==> config.mk <==
export PLATFORM = sky130hd
export DESIGN_NAME = wpsb_scoreboard
export DESIGN_NICKNAME = d
export VERILOG_FILES = /design/src/rtl/wpsb_pkg.sv /design/src/rtl/wpsb_onehot.sv /design/src/rtl/wpsb_vec.sv /design/src/rtl/wpsb_wr_lane.sv /design/src/rtl/wpsb_rd_lane.sv /design/src/rtl/wpsb_scoreboard.sv
export SDC_FILE = /design/constraint.sdc
export NUM_CORES = 1
export LEC_CHECK = 0
export ABC_AREA = 1
export BUFFER_PORTS_ARGS = -buffer_cell sky130_fd_sc_hd__buf_4
export CAP_MARGIN = 20
export CORE_MARGIN = 5
export CORE_UTILIZATION = 52
export CTS_CLUSTER_DIAMETER = 100
export DETAILED_ROUTE_END_ITERATION = 16
export GPL_TIMING_DRIVEN = 0
export PLACE_DENSITY = 0.88
export SYNTH_ARGS = -nofsm -noshare
export SYNTH_HDL_FRONTEND = slang
export SYNTH_SLANG_ARGS = --single-unit
==> constraint.sdc <==
create_clock -name clk_i -period 2.2 [get_ports clk_i]
set_clock_uncertainty 0.2 [all_clocks]
set_input_delay 0.55 -clock clk_i [delete_from_list [all_inputs] [get_ports clk_i]]
set_output_delay 0.55 -clock clk_i [all_outputs]
set_load 0.02 [all_outputs]
==> src/rtl/wpsb_pkg.sv <==
package wpsb_pkg;
  // width of a register-number field: binary index or unary mask
  function automatic int id_width(int nreg, bit unary);
    if (unary) return nreg;
    return (nreg > 1) ? $clog2(nreg) : 1;
  endfunction
endpackage

==> src/rtl/wpsb_onehot.sv <==
module wpsb_onehot #(
  parameter int NREG  = 32,
  parameter bit UNARY = 1'b0,
  parameter int IDW   = 5
) (
  input  logic [IDW-1:0]  num_i,
  output logic [NREG-1:0] mask_o
);
  generate
    if (UNARY) begin : g_unary
      assign mask_o = NREG'(num_i);
    end else begin : g_binary
      assign mask_o = NREG'(1) << num_i;
    end
  endgenerate
endmodule

==> src/rtl/wpsb_vec.sv <==
module wpsb_vec #(
  parameter int NREG = 32
) (
  input  logic            clk_i,
  input  logic            rst_ni,
  input  logic [NREG-1:0] set_i,
  input  logic [NREG-1:0] clr_i,
  output logic [NREG-1:0] vec_o
);
  logic [NREG-1:0] vec_q;

  // set has priority: it belongs to a newer instruction
  always_ff @(posedge clk_i or negedge rst_ni) begin
    if (!rst_ni) vec_q <= '0;
    else         vec_q <= (vec_q & ~clr_i) | set_i;
  end

  assign vec_o = vec_q;
endmodule

==> src/rtl/wpsb_wr_lane.sv <==
module wpsb_wr_lane #(
  parameter int NREG  = 32,
  parameter bit UNARY = 1'b0,
  parameter int IDW   = 5
) (
  input  logic            clk_i,
  input  logic            rst_ni,
  input  logic            issue_i,
  input  logic            wr_flag_i,
  input  logic [IDW-1:0]  dest_i,
  input  logic            busy_i,
  input  logic            done_i,
  input  logic            data_ok_i,
  input  logic            wr_en_i,
  input  logic [IDW-1:0]  wr_addr_i,
  input  logic [NREG-1:0] vec_i,
  output logic [NREG-1:0] set_o,
  output logic [NREG-1:0] clr_o,
  output logic            waw_o
);
  logic [IDW-1:0]  dest_q;
  logic            set_q;
  logic            flag_q;
  logic [NREG-1:0] in_mask;
  logic [NREG-1:0] lat_mask;
  logic [NREG-1:0] port_mask;
  logic            no_write;

  wpsb_onehot #(.NREG(NREG), .UNARY(UNARY), .IDW(IDW)) u_in_dec (
    .num_i(dest_i), .mask_o(in_mask));
  wpsb_onehot #(.NREG(NREG), .UNARY(UNARY), .IDW(IDW)) u_lat_dec (
    .num_i(dest_q), .mask_o(lat_mask));
  wpsb_onehot #(.NREG(NREG), .UNARY(UNARY), .IDW(IDW)) u_port_dec (
    .num_i(wr_addr_i), .mask_o(port_mask));

  always_ff @(posedge clk_i or negedge rst_ni) begin
    if (!rst_ni) begin
      dest_q <= '0;
      set_q  <= 1'b0;
      flag_q <= 1'b0;
    end else begin
      set_q <= issue_i & wr_flag_i;      // set lands one cycle after issue
      if (issue_i) begin
        dest_q <= dest_i;
        flag_q <= wr_flag_i;
      end else if (!busy_i) begin
        flag_q <= 1'b0;
      end
    end
  end

  // unit finished but will never write: release its destination
  assign no_write = done_i & flag_q & ~data_ok_i;

  assign set_o = set_q ? lat_mask : '0;
  assign clr_o = (wr_en_i ? port_mask : '0) | (no_write ? lat_mask : '0);
  // not gated by issue_i, avoiding a loop through the issue decision
  assign waw_o = wr_flag_i & (|(vec_i & in_mask));
endmodule

==> src/rtl/wpsb_rd_lane.sv <==
module wpsb_rd_lane #(
  parameter int NREG  = 32,
  parameter bit UNARY = 1'b0,
  parameter int IDW   = 5
) (
  input  logic            clk_i,
  input  logic            rst_ni,
  input  logic            rd_flag_i,
  input  logic [IDW-1:0]  src_i,
  input  logic            busy_i,
  input  logic [NREG-1:0] vec_i,
  output logic            hazard_o
);
  logic [NREG-1:0] src_mask;
  logic            quiet_q;
  logic            hazard;

  wpsb_onehot #(.NREG(NREG), .UNARY(UNARY), .IDW(IDW)) u_src_dec (
    .num_i(src_i), .mask_o(src_mask));

  assign hazard = rd_flag_i & ~quiet_q & (|(vec_i & src_mask));

  // a busy cycle without hazard silences the lane until busy drops
  always_ff @(posedge clk_i or negedge rst_ni) begin
    if (!rst_ni)      quiet_q <= 1'b0;
    else if (!busy_i) quiet_q <= 1'b0;
    else if (!hazard) quiet_q <= 1'b1;
  end

  assign hazard_o = hazard;
endmodule

==> src/rtl/wpsb_scoreboard.sv <==
module wpsb_scoreboard #(
  parameter int NREG  = 32,
  parameter int NWP   = 3,
  parameter int NRD   = 4,
  parameter bit UNARY = 1'b0,
  localparam int IDW  = wpsb_pkg::id_width(NREG, UNARY)
) (
  input  logic                     clk_i,
  input  logic                     rst_ni,
  input  logic [NWP-1:0]           issue_i,
  input  logic [NWP-1:0]           wr_flag_i,
  input  logic [NWP-1:0][IDW-1:0]  dest_i,
  input  logic [NWP-1:0]           busy_i,
  input  logic [NWP-1:0]           done_i,
  input  logic [NWP-1:0]           data_ok_i,
  input  logic [NWP-1:0]           wr_en_i,
  input  logic [NWP-1:0][IDW-1:0]  wr_addr_i,
  input  logic [NRD-1:0]           rd_flag_i,
  input  logic [NRD-1:0][IDW-1:0]  src_i,
  input  logic [NRD-1:0]           rd_busy_i,
  output logic [NREG-1:0]          vec_o,
  output logic [NRD-1:0]           rd_hazard_o,
  output logic [NWP-1:0]           waw_o
);
  logic [NWP-1:0][NREG-1:0] set_lane;
  logic [NWP-1:0][NREG-1:0] clr_lane;
  logic [NREG-1:0]          set_any;
  logic [NREG-1:0]          clr_any;
  logic [NREG-1:0]          vec;

  for (genvar p = 0; p < NWP; p++) begin : g_wr
    wpsb_wr_lane #(.NREG(NREG), .UNARY(UNARY), .IDW(IDW)) u_wr (
      .clk_i    (clk_i),
      .rst_ni   (rst_ni),
      .issue_i  (issue_i[p]),
      .wr_flag_i(wr_flag_i[p]),
      .dest_i   (dest_i[p]),
      .busy_i   (busy_i[p]),
      .done_i   (done_i[p]),
      .data_ok_i(data_ok_i[p]),
      .wr_en_i  (wr_en_i[p]),
      .wr_addr_i(wr_addr_i[p]),
      .vec_i    (vec),
      .set_o    (set_lane[p]),
      .clr_o    (clr_lane[p]),
      .waw_o    (waw_o[p])
    );
  end

  // merge all lanes; no lane overrides another
  always_comb begin
    set_any = '0;
    clr_any = '0;
    for (int p = 0; p < NWP; p++) begin
      set_any |= set_lane[p];
      clr_any |= clr_lane[p];
    end
  end

  wpsb_vec #(.NREG(NREG)) u_vec (
    .clk_i (clk_i),
    .rst_ni(rst_ni),
    .set_i (set_any),
    .clr_i (clr_any),
    .vec_o (vec)
  );

  for (genvar r = 0; r < NRD; r++) begin : g_rd
    wpsb_rd_lane #(.NREG(NREG), .UNARY(UNARY), .IDW(IDW)) u_rd (
      .clk_i    (clk_i),
      .rst_ni   (rst_ni),
      .rd_flag_i(rd_flag_i[r]),
      .src_i    (src_i[r]),
      .busy_i   (rd_busy_i[r]),
      .vec_i    (vec),
      .hazard_o (rd_hazard_o[r])
    );
  end

  assign vec_o = vec;
endmodule

# Yosys cells after proc, flatten, opt, wreduce, memory -nomap -nowiden
# Cells that the tools add are included.
[op_classes]
n_eq_ne = 7
n_reduce_logical = 7
muxes = 23
shift = 13
n_bitwise = 44
[ops]
columns = ["operator", "count"]
rows = [
  ["1-bit by 5-bit << shifter with 32-bit output, first input constant", 13],
  ["32-bit two-way mux", 9],
  ["32-bit AND", 8],
  ["32-bit bitwise OR", 8],
  ["32-bit OR reduction", 7],
  ["32-bit NOT", 1],
  ["1-bit AND", 20],
  ["1-bit two-way mux", 14],
  ["2-bit != test, second input constant", 7],
  ["1-bit NOT", 7],
]
[word_totals]
register_bits = 57
elab_cells = 108
output_inout_bits = 39

# Logic depth before layout (Yosys ltp)
[logic_depth]
word_depth = 9
depth_mapped = 11
ltp_nobuf = 11

# Modules after synthesis
# A second synthesis with hierarchy kept.
[hier_totals]
hier_cells = 2230
hier_area_um2 = 12015.3
[modules_own_cells]
columns = ["mod", "area_per_inst_um2", "cells_each", "seq_area_each_um2", "n_inst"]
rows = [
  ["wpsb_onehot", 372.9, 63, 0.0, 13],
  ["wpsb_wr_lane", 1330.0, 261, 175.2, 3],
  ["wpsb_vec", 1281.2, 160, 800.8, 1],
  ["wpsb_rd_lane", 294.0, 69, 25.0, 4],
  ["wpsb_scoreboard", 720.7, 192, 0.0, 1],
]

# Worst setup path before layout
# OpenSTA, ideal clock, no wires.
[synth_path]
path_kind = "input -> output"
startpoint = "input port dest_i[2] (netlist name)"
endpoint = "output port waw_o[0]"
stages = 10
arrival_time_ps = 1557
n_path_buf = 3
setup_slack_ps = -107
path_cell_list = "buf_2 > inv_2 > buf_4 > nand4_1 > nor2_1 > nor3_1 > nand2_1 > o21ai_1 > nor2_1 > buf_4"
[synth_via]
elab_chain_cells = 4
[synth_rtl]
columns = ["element", "line", "text"]
rows = [
  ["start, declared", "wpsb_scoreboard.sv:12", "input logic [NWP-1:0][IDW-1:0] dest_i,"],
  ["1-bit by 5-bit << shifter with 32-bit output", "wpsb_onehot.sv:13", "assign mask_o = NREG'(1) << num_i;"],
  ["32-bit AND", "wpsb_wr_lane.sv:58", "assign waw_o = wr_flag_i & (|(vec_i & in_mask));"],
  ["32-bit OR reduction", "wpsb_wr_lane.sv:58", ""],
  ["1-bit AND", "wpsb_wr_lane.sv:58", ""],
  ["end, declared", "wpsb_scoreboard.sv:23", "output logic [NWP-1:0] waw_o"],
]
# Every way passes these cells.

# Worst setup path in the final report
[layout_path]
startpoint = "register u_vec.vec_q[8], in the netlist u_vec.vec_o[8]"
endpoint = "output port waw_o[2]"
[layout_via]
elab_chain_cells = 3
[layout_rtl]
columns = ["element", "line", "text"]
rows = [
  ["start, declared", "wpsb_vec.sv:10", "logic [NREG-1:0] vec_q;"],
  ["start signal, assigned", "wpsb_vec.sv:15", "else vec_q <= (vec_q & ~clr_i) | set_i;"],
  ["32-bit AND", "wpsb_wr_lane.sv:58", ""],
  ["32-bit OR reduction", "wpsb_wr_lane.sv:58", ""],
  ["1-bit AND", "wpsb_wr_lane.sv:58", ""],
]
# Every way passes these cells.

==> flow_summary.yaml <==
run_status:
  status: "finished with violations"
  violations: "negative setup slack"
sta:
  slew_headroom_pct: 45.96
  finalCritPeriodShare_pct: 116.8
  rsz0062_at_grt: "yes"
  max_freq_ghz: 0.3893
  hold_violations: 0
  setup_viol: 7
  final.min_clock_period_ns: 2.569
  worstMarginPinSlew_ns: 0.8106
  hold_slack_ns: 0.06596
  layout_setup_ws_ns: -0.3690
  drv_slew: 0
clock_network:
  cts_buffers: 9
  cts.clk_slew.worst_paths_ns: 0.07
  hold_buffers: 0
  clockRootBuffer: "clkbuf_16"
  cts_tree: "built"
  cts.sinks: 57
  clk_latency_ns: 0.35
  htree_levels: 3
  clockBufferDepth: 2
route:
  drt-initial-drc-count: 1742
  drc: 0
  drtAntennaViolNets: 0
  wire_per_inst_um: 22.50
  vias_per_cell: 6.710
  vias: 11080
  wl_um: 37150
  dr.pass1.iters: 7
logic_synthesis:
  ys_seq_elements: 57
  syn-cell-area_um2: 7672
  syn_avg_cell_area_um2: 5.888
  syn_inst: 1303
  yosysUniqueCellTypes: 39
  ys_warn_count: 0
  syn-num-nets: 1381
  ys_seq_area_share_pct: 18.59
grt:
  gr-total-overflow: 0
  grt_pass1_vias: 10090
  antenna_found_initial: 1
  grt_pass1_wl_um: 56630
  grt_max_degree: 58
  track_usage_pct: 40.74
job:
  max_cap_viol_count: 0
power:
  vdd_drop_max_mv: 0.6490
  leakage_nw: 3.932
  finalPower_w: 0.007464
  power.density_nw_per_um2: 764.9
critical_path:
  max_stage_delay_ns: 0.42
  crit_family: "buffers and inverters"
  crit_slowest_cell: "dfrtp_1"
  arrival_ns: 1.82
  critPathCaptureType: "primary output"
  cp_max_fo: 7
  crit_type: "register to primary output"
  crit_chain: "clkinvlp_4 -> buf_4 -> o21ai_1 -> nor3_1 -> nand3_1 -> nor2_2 -> nor2_2 -> buf_6"
  crit_path_start_kind: "register"
  rrSetupSlack_ns: 0.13
  critical_path_required_ns: 1.45
  crit_path_frequent_cell: "nor2_2"
  cp_num_buf_inv: 3
cells_and_area:
  layoutNonFillerInstCount: 1651
  diodes: 0
  area_growth_pct: 27.19
  final_nets: 1540
  drive_gt1_share_pct: 27.88
  num-fill-cells: 1342
placement:
  dpl.hpwl_um: 26930
  placed_cells: 1592
  place_ws_ns: -0.4204
  place.gp.congestion: 1.096
  portBuffers: 105
die:
  die-height_um: 131.5
  dieArea_um2: 17280
  core_area_um2: 14480
  start_util_pct: 52.99
  die_w_um: 131.5
  pin_count: 117
  num_rows: 44
worst_hold_path:
  hold_path_class: "input port to async pin"
-- placed cells by master, fill, tap and decap left out, types with 5 or more instances in the layout --
master,n
nand3_1,175
dfrtp_1,31
o221ai_1,7
o21ai_0,44
nand2_2,6
nor2_2,28
clkinv_1,5
nor2_1,202
inv_1,55
o31ai_1,12
nor3_2,8
nand3b_1,9
o22ai_1,37
clkbuf_1,26
inv_2,53
inv_4,6
nand4_1,165
nor3_1,19
buf_6,23
a31oi_1,7
buf_4,153
clkbuf_16,9
nor2_4,20
a21oi_1,24
nand3_2,13
buf_2,28
dfrtp_2,26
nand2_1,185
o21ai_1,30
clkinvlp_4,6
-- worst paths after layout --
| path | start | to | depth (start not counted) |
|---|---|---|---|
| worst max-delay path | u_vec.vec_o[8]$_DFF_PN0_ | waw_o[2] | 8 |
| worst min-delay path | rst_ni | u_vec.vec_o[11]$_DFF_PN0_ | 1 |
| worst max register to register | g_wr[0].u_wr.flag_q$_DFFE_PN0P_ | u_vec.vec_o[2]$_DFF_PN0_ | 6 |
| worst min register to register | g_wr[2].u_wr.flag_q$_DFFE_PN0P_ | g_wr[2].u_wr.flag_q$_DFFE_PN0P_ | 2 |
| max in group asynchronous | rst_ni | u_vec.vec_o[26]$_DFF_PN0_ | 1 |
| min in group clk_i | rd_busy_i[1] | g_rd[1].u_rd.quiet_q$_DFFE_PN0P_ | 3 |
-- flip-flops by register name (all words and copies together), names as in the netlist --
signal	cells
u_vec.vec_o	32
g_wr.u_wr.set_q	3
g_rd.u_rd.quiet_q	4
g_wr.u_wr.flag_q	3
g_wr.u_wr.dest_q	15
-- worst reg2reg max path: stages (launching register included) --
cell and delay, ns:
dfrtp_1 0.38, nand2_1 0.06, nor2_1 0.09, inv_1 0.09, clkbuf_1 0.45, nor2_1 0.10, o31ai_1 0.52
-- per-stage QoR --
stage	cell area [um^2]	util, %	setup TNS, ns
6_report	9758	67.40	-2.131
5_1_grt	9758	67.40	-2.381
4_1_cts	9517	65.73	-1.840
3_5_place_dp	8790	60.71	-2.624
3_3_place_gp	8790	60.71	-2.664
2_1_floorplan	7771	-	-0.009879
-- layout make-up --
type | count | area (um^2) | share of cell area (%)
plain buffers | 82 | 496.7 | 5.090
clock inverters | 6 | 72.57 | 0.7437
repair buffers | 158 | 1279 | 13.10
well taps | 184 | 230.2 | 2.359
clock buffers | 10 | 239.0 | 2.449
flip-flops and latches | 57 | 1459 | 14.95
inverters | 124 | 499.2 | 5.116
multi-input cells | 1030 | 5483 | 56.19
-- kinds of logic (layout without fill, tap and decap cells) --
kind of cell    count (synthesis)  count (layout)  share of synthesized area (%)
simple gates                  845             845                          54.88
flops                          57              57                          18.59
buf+inv                       216             380                          12.05
compound gates                185             185                          14.48
-- layer usage --
layer | GRT usage [%] | share of wire (%)
met4 | 25.43 | 8.2
met2 | 62.33 | 42
met5 | 0 | 0
met3 | 11.66 | 15
met1 | 50.50 | 35
-- synth_stat cells --
cell type	count	area, um^2
or2_2	1	6.260
o2111ai_1	3	26.28
nand3b_1	9	67.56
o31ai_1	12	90.09
nor3_1	21	105.1
buf_2	45	225.2
o211ai_1	2	15.01
o21ai_0	51	255.2
nand3_1	181	905.9
nand2_2	6	37.54
a22oi_1	4	30.03
o21ai_1	26	130.1
o21bai_1	1	7.510
nand3_2	8	80.08
o221ai_1	7	61.31
inv_1	84	315.3
nor4_1	4	25.02
buf_1	3	11.26
o21a_1	1	7.510
dfrtp_1	57	1426
a31oi_1	7	43.79
nand4_1	165	1032
a21oi_1	24	120.1
o221a_1	4	45.04
a221oi_1	4	35.03
nor3_4	2	32.53
nor2_4	11	123.9
nor3_2	8	80.08
buf_4	15	112.6
clkbuf_2	1	5.000
nand4_2	4	50.05
nor4_2	1	12.51
clkinv_1	5	18.77
clkbuf_1	28	105.1
o22ai_1	39	244.0
nor2_1	215	807.0
nand2_1	185	694.4
nor2_2	24	150.1
inv_2	35	131.4
-- what timing repair did --
action | CTS | global route
gates cloned | 0 | 1
pin swaps | 32 | 30
buffers inserted | 36 | 16
endpoints found under the setup margin | 7 | 8
hold endpoints to repair | 0 | 0
gates resized for setup | 87 | 34
-- power breakdown --
part           switching, W  total, W  internal (W)
clock              0.000664   0.00159      0.000924
combinational       0.00237   0.00380       0.00142
sequential         0.000743   0.00208       0.00133
Power figures use the tool's default switching activity.
